### src/rtl/pcm_tslot_pkg.sv
package pcm_tslot_pkg;

    typedef enum logic [1:0] {
        TM_EARLY    = 2'b00,
        TM_EARLY_X  = 2'b01,
        TM_NORMAL   = 2'b10,
        TM_INVERTED = 2'b11
    } tmode_e;

    typedef struct packed {
        logic fmt2;
        logic sel_b2;
        logic en;
        logic seven;
        logic loop;
        logic sub_tx;
        logic sub_rx;
    } slot_cfg_t;

    function automatic logic mode_is_early(input tmode_e m);
        return (m == TM_EARLY) || (m == TM_EARLY_X);
    endfunction

    function automatic int slot_base(input logic fmt2, input logic sel_b2,
                                     input int nbits, input int gap);
        if (!sel_b2) return 0;
        return fmt2 ? (nbits + gap) : nbits;
    endfunction

endpackage

### src/rtl/pcm_edge_detect.sv
module pcm_edge_detect (
    input  logic clk,
    input  logic rst,
    input  logic bclk,
    input  logic inverted,
    output logic launch_ev,
    output logic cap_ev
);
    logic bclk_q;
    logic rise, fall;

    always_ff @(posedge clk) begin
        if (rst) bclk_q <= 1'b0;
        else     bclk_q <= bclk;
    end

    always_comb begin
        rise      = bclk & ~bclk_q;
        fall      = ~bclk & bclk_q;
        launch_ev = inverted ? fall : rise;
        cap_ev    = inverted ? rise : fall;
    end
endmodule

### src/rtl/pcm_frame_timer.sv
module pcm_frame_timer #(
    parameter int POS_W          = 6,
    parameter int POWERUP_FRAMES = 2
) (
    input  logic             clk,
    input  logic             rst,
    input  logic             launch_ev,
    input  logic             fsync,
    input  logic             early,
    output logic             frame_begin,
    output logic [POS_W-1:0] pos_n,
    output logic             pos_valid_n,
    output logic             armed_n,
    output logic [POS_W-1:0] pos,
    output logic             pos_valid
);
    localparam int ARM_W = $clog2(POWERUP_FRAMES + 1);
    localparam logic [ARM_W-1:0] ARM_FULL = ARM_W'(POWERUP_FRAMES);
    localparam logic [POS_W-1:0] POS_MAX  = '1;

    logic             fs_prev;
    logic             pend;
    logic             det;
    logic [ARM_W-1:0] arm_cnt, arm_cnt_n;

    always_comb begin
        det         = fsync & ~fs_prev;
        frame_begin = launch_ev & (early ? pend : det);
        pos_valid_n = pos_valid | frame_begin;
        if (frame_begin)                        pos_n = '0;
        else if (pos_valid && pos != POS_MAX)   pos_n = pos + 1'b1;
        else                                    pos_n = pos;
        if (frame_begin && arm_cnt != ARM_FULL) arm_cnt_n = arm_cnt + 1'b1;
        else                                    arm_cnt_n = arm_cnt;
        armed_n = (arm_cnt_n == ARM_FULL);
    end

    always_ff @(posedge clk) begin
        if (rst) begin
            fs_prev   <= 1'b0;
            pend      <= 1'b0;
            pos       <= '0;
            pos_valid <= 1'b0;
            arm_cnt   <= '0;
        end else if (launch_ev) begin
            fs_prev   <= fsync;
            pend      <= early & det;
            pos       <= pos_n;
            pos_valid <= pos_valid_n;
            arm_cnt   <= arm_cnt_n;
        end
    end
endmodule

### src/rtl/pcm_slot_shifter.sv
module pcm_slot_shifter
    import pcm_tslot_pkg::*;
#(
    parameter int SLOT_BITS = 8,
    parameter int GAP_BITS  = 2,
    parameter int POS_W     = 6
) (
    input  logic                 clk,
    input  logic                 rst,
    input  logic                 launch_ev,
    input  logic                 cap_ev,
    input  logic                 frame_begin,
    input  slot_cfg_t            cfg_n,
    input  slot_cfg_t            cfg_q,
    input  logic [POS_W-1:0]     pos_n,
    input  logic                 pos_valid_n,
    input  logic                 armed_n,
    input  logic [POS_W-1:0]     pos,
    input  logic                 pos_valid,
    input  logic [SLOT_BITS-1:0] enc_byte,
    input  logic [SLOT_BITS-1:0] tx_sub_byte,
    input  logic [SLOT_BITS-1:0] rx_sub_byte,
    input  logic                 rx_pin,
    output logic                 tx_pin,
    output logic                 tx_oe,
    output logic [SLOT_BITS-1:0] dec_byte,
    output logic                 dec_valid,
    output logic [SLOT_BITS-1:0] rx_last
);
    localparam int IDX_W = $clog2(SLOT_BITS);

    logic [SLOT_BITS-1:0] tx_byte_q, tx_byte_n, load_byte;
    logic [SLOT_BITS-1:0] rx_sh, rx_word;
    int                   tx_off, rx_off;
    logic                 tx_hit, tx_lsb, tx_bit;
    logic                 rx_hit, rx_lsb, rx_bit;
    logic [IDX_W-1:0]     tx_idx;

    always_comb begin
        if (cfg_n.loop)        load_byte = rx_last;
        else if (cfg_n.sub_tx) load_byte = tx_sub_byte;
        else                   load_byte = enc_byte;
        tx_byte_n = frame_begin ? load_byte : tx_byte_q;

        tx_off = int'(pos_n) - slot_base(cfg_n.fmt2, cfg_n.sel_b2, SLOT_BITS, GAP_BITS);
        tx_hit = pos_valid_n && (tx_off >= 0) && (tx_off < SLOT_BITS);
        tx_lsb = (tx_off == SLOT_BITS - 1);
        tx_idx = tx_hit ? IDX_W'(SLOT_BITS - 1 - tx_off) : '0;
        tx_bit = tx_hit ? tx_byte_n[tx_idx] : 1'b0;

        rx_off  = int'(pos) - slot_base(cfg_q.fmt2, cfg_q.sel_b2, SLOT_BITS, GAP_BITS);
        rx_hit  = pos_valid && cfg_q.en && (rx_off >= 0) && (rx_off < SLOT_BITS);
        rx_lsb  = (rx_off == SLOT_BITS - 1);
        rx_bit  = (cfg_q.seven && rx_lsb) ? 1'b0 : rx_pin;
        rx_word = {rx_sh[SLOT_BITS-2:0], rx_bit};
    end

    always_ff @(posedge clk) begin
        if (rst) begin
            tx_byte_q <= '0;
            tx_pin    <= 1'b0;
            tx_oe     <= 1'b0;
        end else if (launch_ev) begin
            tx_byte_q <= tx_byte_n;
            tx_pin    <= tx_bit;
            tx_oe     <= armed_n && cfg_n.en && tx_hit && !(cfg_n.seven && tx_lsb);
        end
    end

    always_ff @(posedge clk) begin
        if (rst) begin
            rx_sh     <= '0;
            rx_last   <= '0;
            dec_byte  <= '0;
            dec_valid <= 1'b0;
        end else begin
            dec_valid <= 1'b0;
            if (cap_ev && rx_hit) begin
                rx_sh <= rx_word;
                if (rx_lsb) begin
                    rx_last   <= rx_word;
                    dec_byte  <= cfg_q.sub_rx ? rx_sub_byte : rx_word;
                    dec_valid <= 1'b1;
                end
            end
        end
    end
endmodule

### src/rtl/pcm_tslot_port.sv
module pcm_tslot_port
    import pcm_tslot_pkg::*;
#(
    parameter int SLOT_BITS      = 8,
    parameter int GAP_BITS       = 2,
    parameter int POS_W          = 6,
    parameter int POWERUP_FRAMES = 2
) (
    input  logic                 clk,
    input  logic                 rst,
    input  logic                 bclk,
    input  logic                 fsync,
    input  logic [1:0]           cfg_mode,
    input  logic                 cfg_fmt2,
    input  logic                 cfg_sel_b2,
    input  logic                 cfg_en,
    input  logic                 cfg_seven,
    input  logic                 cfg_loop,
    input  logic                 cfg_sub_tx,
    input  logic                 cfg_sub_rx,
    input  logic [SLOT_BITS-1:0] enc_byte,
    input  logic [SLOT_BITS-1:0] tx_sub_byte,
    input  logic [SLOT_BITS-1:0] rx_sub_byte,
    input  logic                 rx_pin,
    output logic                 tx_pin,
    output logic                 tx_oe,
    output logic [SLOT_BITS-1:0] dec_byte,
    output logic                 dec_valid,
    output logic [SLOT_BITS-1:0] rx_last,
    output logic                 enc_take
);
    tmode_e           mode_q;
    slot_cfg_t        cfg_q, cfg_in, cfg_n;
    logic             launch_ev, cap_ev, frame_begin;
    logic [POS_W-1:0] pos_n, pos;
    logic             pos_valid_n, pos_valid, armed_n;

    always_comb begin
        cfg_in = '{fmt2: cfg_fmt2, sel_b2: cfg_sel_b2, en: cfg_en, seven: cfg_seven,
                   loop: cfg_loop, sub_tx: cfg_sub_tx, sub_rx: cfg_sub_rx};
        cfg_n  = frame_begin ? cfg_in : cfg_q;
    end

    always_ff @(posedge clk) begin
        if (rst) begin
            mode_q   <= TM_EARLY;
            cfg_q    <= '0;
            enc_take <= 1'b0;
        end else begin
            enc_take <= frame_begin;
            if (frame_begin) begin
                mode_q <= tmode_e'(cfg_mode);
                cfg_q  <= cfg_in;
            end
        end
    end

    pcm_edge_detect u_edge (
        .clk       (clk),
        .rst       (rst),
        .bclk      (bclk),
        .inverted  (mode_q == TM_INVERTED),
        .launch_ev (launch_ev),
        .cap_ev    (cap_ev)
    );

    pcm_frame_timer #(.POS_W(POS_W), .POWERUP_FRAMES(POWERUP_FRAMES)) u_timer (
        .clk         (clk),
        .rst         (rst),
        .launch_ev   (launch_ev),
        .fsync       (fsync),
        .early       (mode_is_early(mode_q)),
        .frame_begin (frame_begin),
        .pos_n       (pos_n),
        .pos_valid_n (pos_valid_n),
        .armed_n     (armed_n),
        .pos         (pos),
        .pos_valid   (pos_valid)
    );

    pcm_slot_shifter #(.SLOT_BITS(SLOT_BITS), .GAP_BITS(GAP_BITS), .POS_W(POS_W)) u_shift (
        .clk         (clk),
        .rst         (rst),
        .launch_ev   (launch_ev),
        .cap_ev      (cap_ev),
        .frame_begin (frame_begin),
        .cfg_n       (cfg_n),
        .cfg_q       (cfg_q),
        .pos_n       (pos_n),
        .pos_valid_n (pos_valid_n),
        .armed_n     (armed_n),
        .pos         (pos),
        .pos_valid   (pos_valid),
        .enc_byte    (enc_byte),
        .tx_sub_byte (tx_sub_byte),
        .rx_sub_byte (rx_sub_byte),
        .rx_pin      (rx_pin),
        .tx_pin      (tx_pin),
        .tx_oe       (tx_oe),
        .dec_byte    (dec_byte),
        .dec_valid   (dec_valid),
        .rx_last     (rx_last)
    );
endmodule

### config.mk
export PLATFORM = sky130hd
export DESIGN_NAME = pcm_tslot_port
export DESIGN_NICKNAME = d
export VERILOG_FILES = /design/src/rtl/pcm_tslot_pkg.sv /design/src/rtl/pcm_edge_detect.sv /design/src/rtl/pcm_frame_timer.sv /design/src/rtl/pcm_slot_shifter.sv /design/src/rtl/pcm_tslot_port.sv
export SDC_FILE = /design/constraint.sdc
export NUM_CORES = 1
export LEC_CHECK = 0
export BUFFER_PORTS_ARGS = -buffer_cell sky130_fd_sc_hd__buf_2
export CAP_MARGIN = 0
export CORE_MARGIN = 1.5
export CORE_UTILIZATION = 40
export DETAILED_ROUTE_END_ITERATION = 16
export GPL_ROUTABILITY_DRIVEN = 0
export PLACE_DENSITY_LB_ADDON = 0.08
export SETUP_SLACK_MARGIN = 0.15
export SYNTH_ARGS = -nofsm -noshare
export SYNTH_HDL_FRONTEND = slang
export SYNTH_SLANG_ARGS = --single-unit
### constraint.sdc
create_clock -name clk -period 4.53 [get_ports clk]
set_input_delay 0.906 -clock clk [delete_from_list [all_inputs] [get_ports clk]]
set_output_delay 0.906 -clock clk [all_outputs]
set_load 0.01 [all_outputs]
==> metrics <==
post-placement cell count=~470; RSZ-0062 raised after global routing=false; fill count=approximately 730; Fin Setup TNS=0 ns; initial antenna violation count=0; Primary FF master, synth=dfxtp_1; Resize count post-CTS=0; fin cells=476; crit path launch type=input port; clock power share=37.0%; worst min path class=reg -> reg; Initial DRT Pass Iterations=5; FFs w/ async S/R, synth=0%; clock root cell=clkbuf_8; First DRT Iteration DRCs=about 110; CTS tree=done; Comb power frac=approximately 8.0%; vias in the first global route=~2.2k; setup bufs post-CTS=0; routed via count=2417; arrival time at the worst endpoint=3.69 ns; Tcrit/Tclk final=roughly 76%; Yosys cell types=48; sequential power share=54.9%; WS Path Type=in -> reg; Synth Instances=between 300 and 400; crit-path max FO=11; CP required=~4.8 ns; most area-consuming cells after synthesis=dfxtp_1 39%, mux2i_1 13%, nor2_1 6.9%; Die X=87.3 um; ANT nets after route=0; Lkg Pwr=1.28 nW; Max Cap Viol=0; largest net degree at the start of global routing=between 50 and 60; Top-Level Pins=58; final hold vios=0; post-route clock skew=0.00559 ns; Worst-path clk slew=approximately 0.10 ns; final worst path period need=roughly 3.5 ns; IO buf count=57; crit-path cells=buf_2 -> nand2b_1 -> mux2i_1 -> buf_4 -> and2_1 -> nor2_1 -> a21oi_1 -> ha_1 -> inv_1 -> a2111oi_1 -> or4b_1 -> a211o_1 -> a21o_1 -> o31ai_2; final setup fails=0; P_int=0.687 mW; Total Routed Length=between 6000 and 7000 um; Min Hold Slack=0.458 ns; Synth top cells by count=55 x dfxtp_1, 52 x nor2_1, 37 x mux2i_1, 37 x nand2_1, 25 x a21oi_1; remaining global-route overflow=0; Initial Utilization=41.6%; switching portion of total power=roughly a quarter; layout cell share with drive strength beyond 1=about a fifth; global-route wire length before repair=approximately 11000 um; CP endpoint kind=flop; Post-synth EDFFs=0; Max Root-Sink Buffers=2; post-synthesis sequential area ratio=between 30% and 40%; total track usage=about a fifth; largest area contributor in the netlist=dfxtp_1; crit path max-delay cell type=or4b_1; Mapped Avg Cell Area=roughly 8.6 sq um; share of the synthesized area in the top cell type=between 30% and 40%; WP buf/inv=3; die area=about 7600 sq um; maximum VDD drop=roughly 0.23 mV; Pwr per Cell Area=about 270 nW/um^2; Post-Syn Area=~2800 sq um; Place WS=between 0.7 and 0.8 ns; antenna cell count=0; Synth warnings=0; clock sink count=55; fmax=289 MHz; most frequent cell after synthesis=dfxtp_1; Slew @ Worst Pin=1.01 ns; dpl hpwl=between 4000 and 5000 um; insertion delay to the later sink of the worst-skew pair=between 0.3 and 0.4 ns; Final Slew Violations=0; drt wl/cell=13.9 um; DRC Markers=0; hold_buf cts=0; CORE AREA=6830 sq um; Area growth, synth to finish=15.9%; NumNets Final=approximately 430; CP peak stage delay=roughly 0.54 ns; outcome=complete, no violations; Yosys reg bits=55; Die Y=between 80 and 90 um; critical path's top delay family=simple AND/OR/NAND/NOR gates; row cnt=30; Final Worst Setup Slack=1.08 ns; CTS Buf Count=5; power after layout=between 0.8 and 0.9 mW; Slew headroom=32.6%; via density per instance=5.08; P_sw=0.210 mW; number of H-tree levels=2; Net Count, Synth=approximately 380
per-layer routing:
metal  global-route usage [%]  wire (um)
met4                     5.19         59
met3                     3.89        295
met2                     27.3       2880
met1                     27.8       3400
met5                        0          0
layout make-up:
type                    instances  area (sq um)  area share (%)
clock inverters                 2          38.8            1.18
clock buffers                   6          72.6            2.20
repair buffers                 61           315            9.58
flip-flops and latches         55          1100            33.4
inverters                       8          30.0           0.912
multi-input cells             248          1610            49.0
well taps                      96           120            3.65
kinds of logic after synthesis:
logic type	synth area share, %
multiplexers	15.0
buffers and inverters	4.45
AND/OR/NAND/NOR	21.8
flip-flops	38.7
AO/OA/AOI/OAI	14.5
adder cells (fa/ha/maj)	3.96
XOR/XNOR	1.54
stage by stage:
stage                     instance area (sq um)  util, %
after global placement                     3180     46.6
after CTS                                  3290     48.2
final                                      3290     48.2
after floorplan                            2840        -
after detailed placement                   3180     46.6
after global routing                       3290     48.2
worst reg2reg max path, delay by kind of cell (launching register included):
family	cells	cell delay, ns
compound gates	5	1.21
simple gates	3	0.50
flops	1	0.49
mux	1	0.16
fa+ha+maj	3	0.81
xor+xnor	1	0.15
worst paths after layout:
check                         startpoint                     endpoint  slack (ns)  cells after the start
max                                 bclk  u_shift.tx_pin$_SDFFE_PP0P_        1.08                     14
min               mode_q[0]$_SDFFE_PP0N_       mode_q[0]$_SDFFE_PP0N_        0.46                      2
max reg2reg  u_timer.pos[0]$_SDFFE_PP0P_  u_shift.tx_pin$_SDFFE_PP0P_        1.14                     13
min reg2reg       mode_q[0]$_SDFFE_PP0N_       mode_q[0]$_SDFFE_PP0N_        0.46                      2
power by group through the flow:
| stage | registers, mW | logic, mW | clock network, mW |
|---|---|---|---|
| 5_1_grt | 0.494 | 0.0819 | 0.359 |
| 2_1_floorplan | 0.502 | 0.0468 | 0 |
| 6_report | 0.493 | 0.0721 | 0.332 |
| 3_5_place_dp | 0.504 | 0.0732 | 0 |
| 4_1_cts | 0.493 | 0.0735 | 0.339 |
| 3_3_place_gp | 0.504 | 0.0726 | 0 |
state kept, by name (all words and copies together), names as in the netlist:
signal / count
u_shift.dec_byte: 8
u_shift.rx_last: 8
u_shift.tx_byte_q: 8
u_shift.rx_sh: 7
cfg_q: 6
u_timer.pos: 6
mode_q: 2
u_timer.arm_cnt: 2
enc_take: 1
u_edge.bclk_q: 1
u_shift.dec_valid: 1
u_shift.tx_oe: 1
u_shift.tx_pin: 1
u_timer.fs_prev: 1
u_timer.pend: 1
u_timer.pos_valid: 1
cells in the final DEF, fill, tap and decap left out, drive strengths merged, types with 4 or more instances in the layout:
cell    netlist  final
nor3          4      4
nor2         52     52
dfxtp        55     55
mux2i        37     37
ha            9      9
buf           8     61
o21ai        10     10
nor2b         5      5
nand3         6      6
mux2          5      5
nand2b        6      6
a211oi       10     10
o211ai        5      5
inv           8      9
a21oi        25     25
nand2        37     37
clkbuf       12      6
Note: power is estimated with default switching activity, not from simulation.
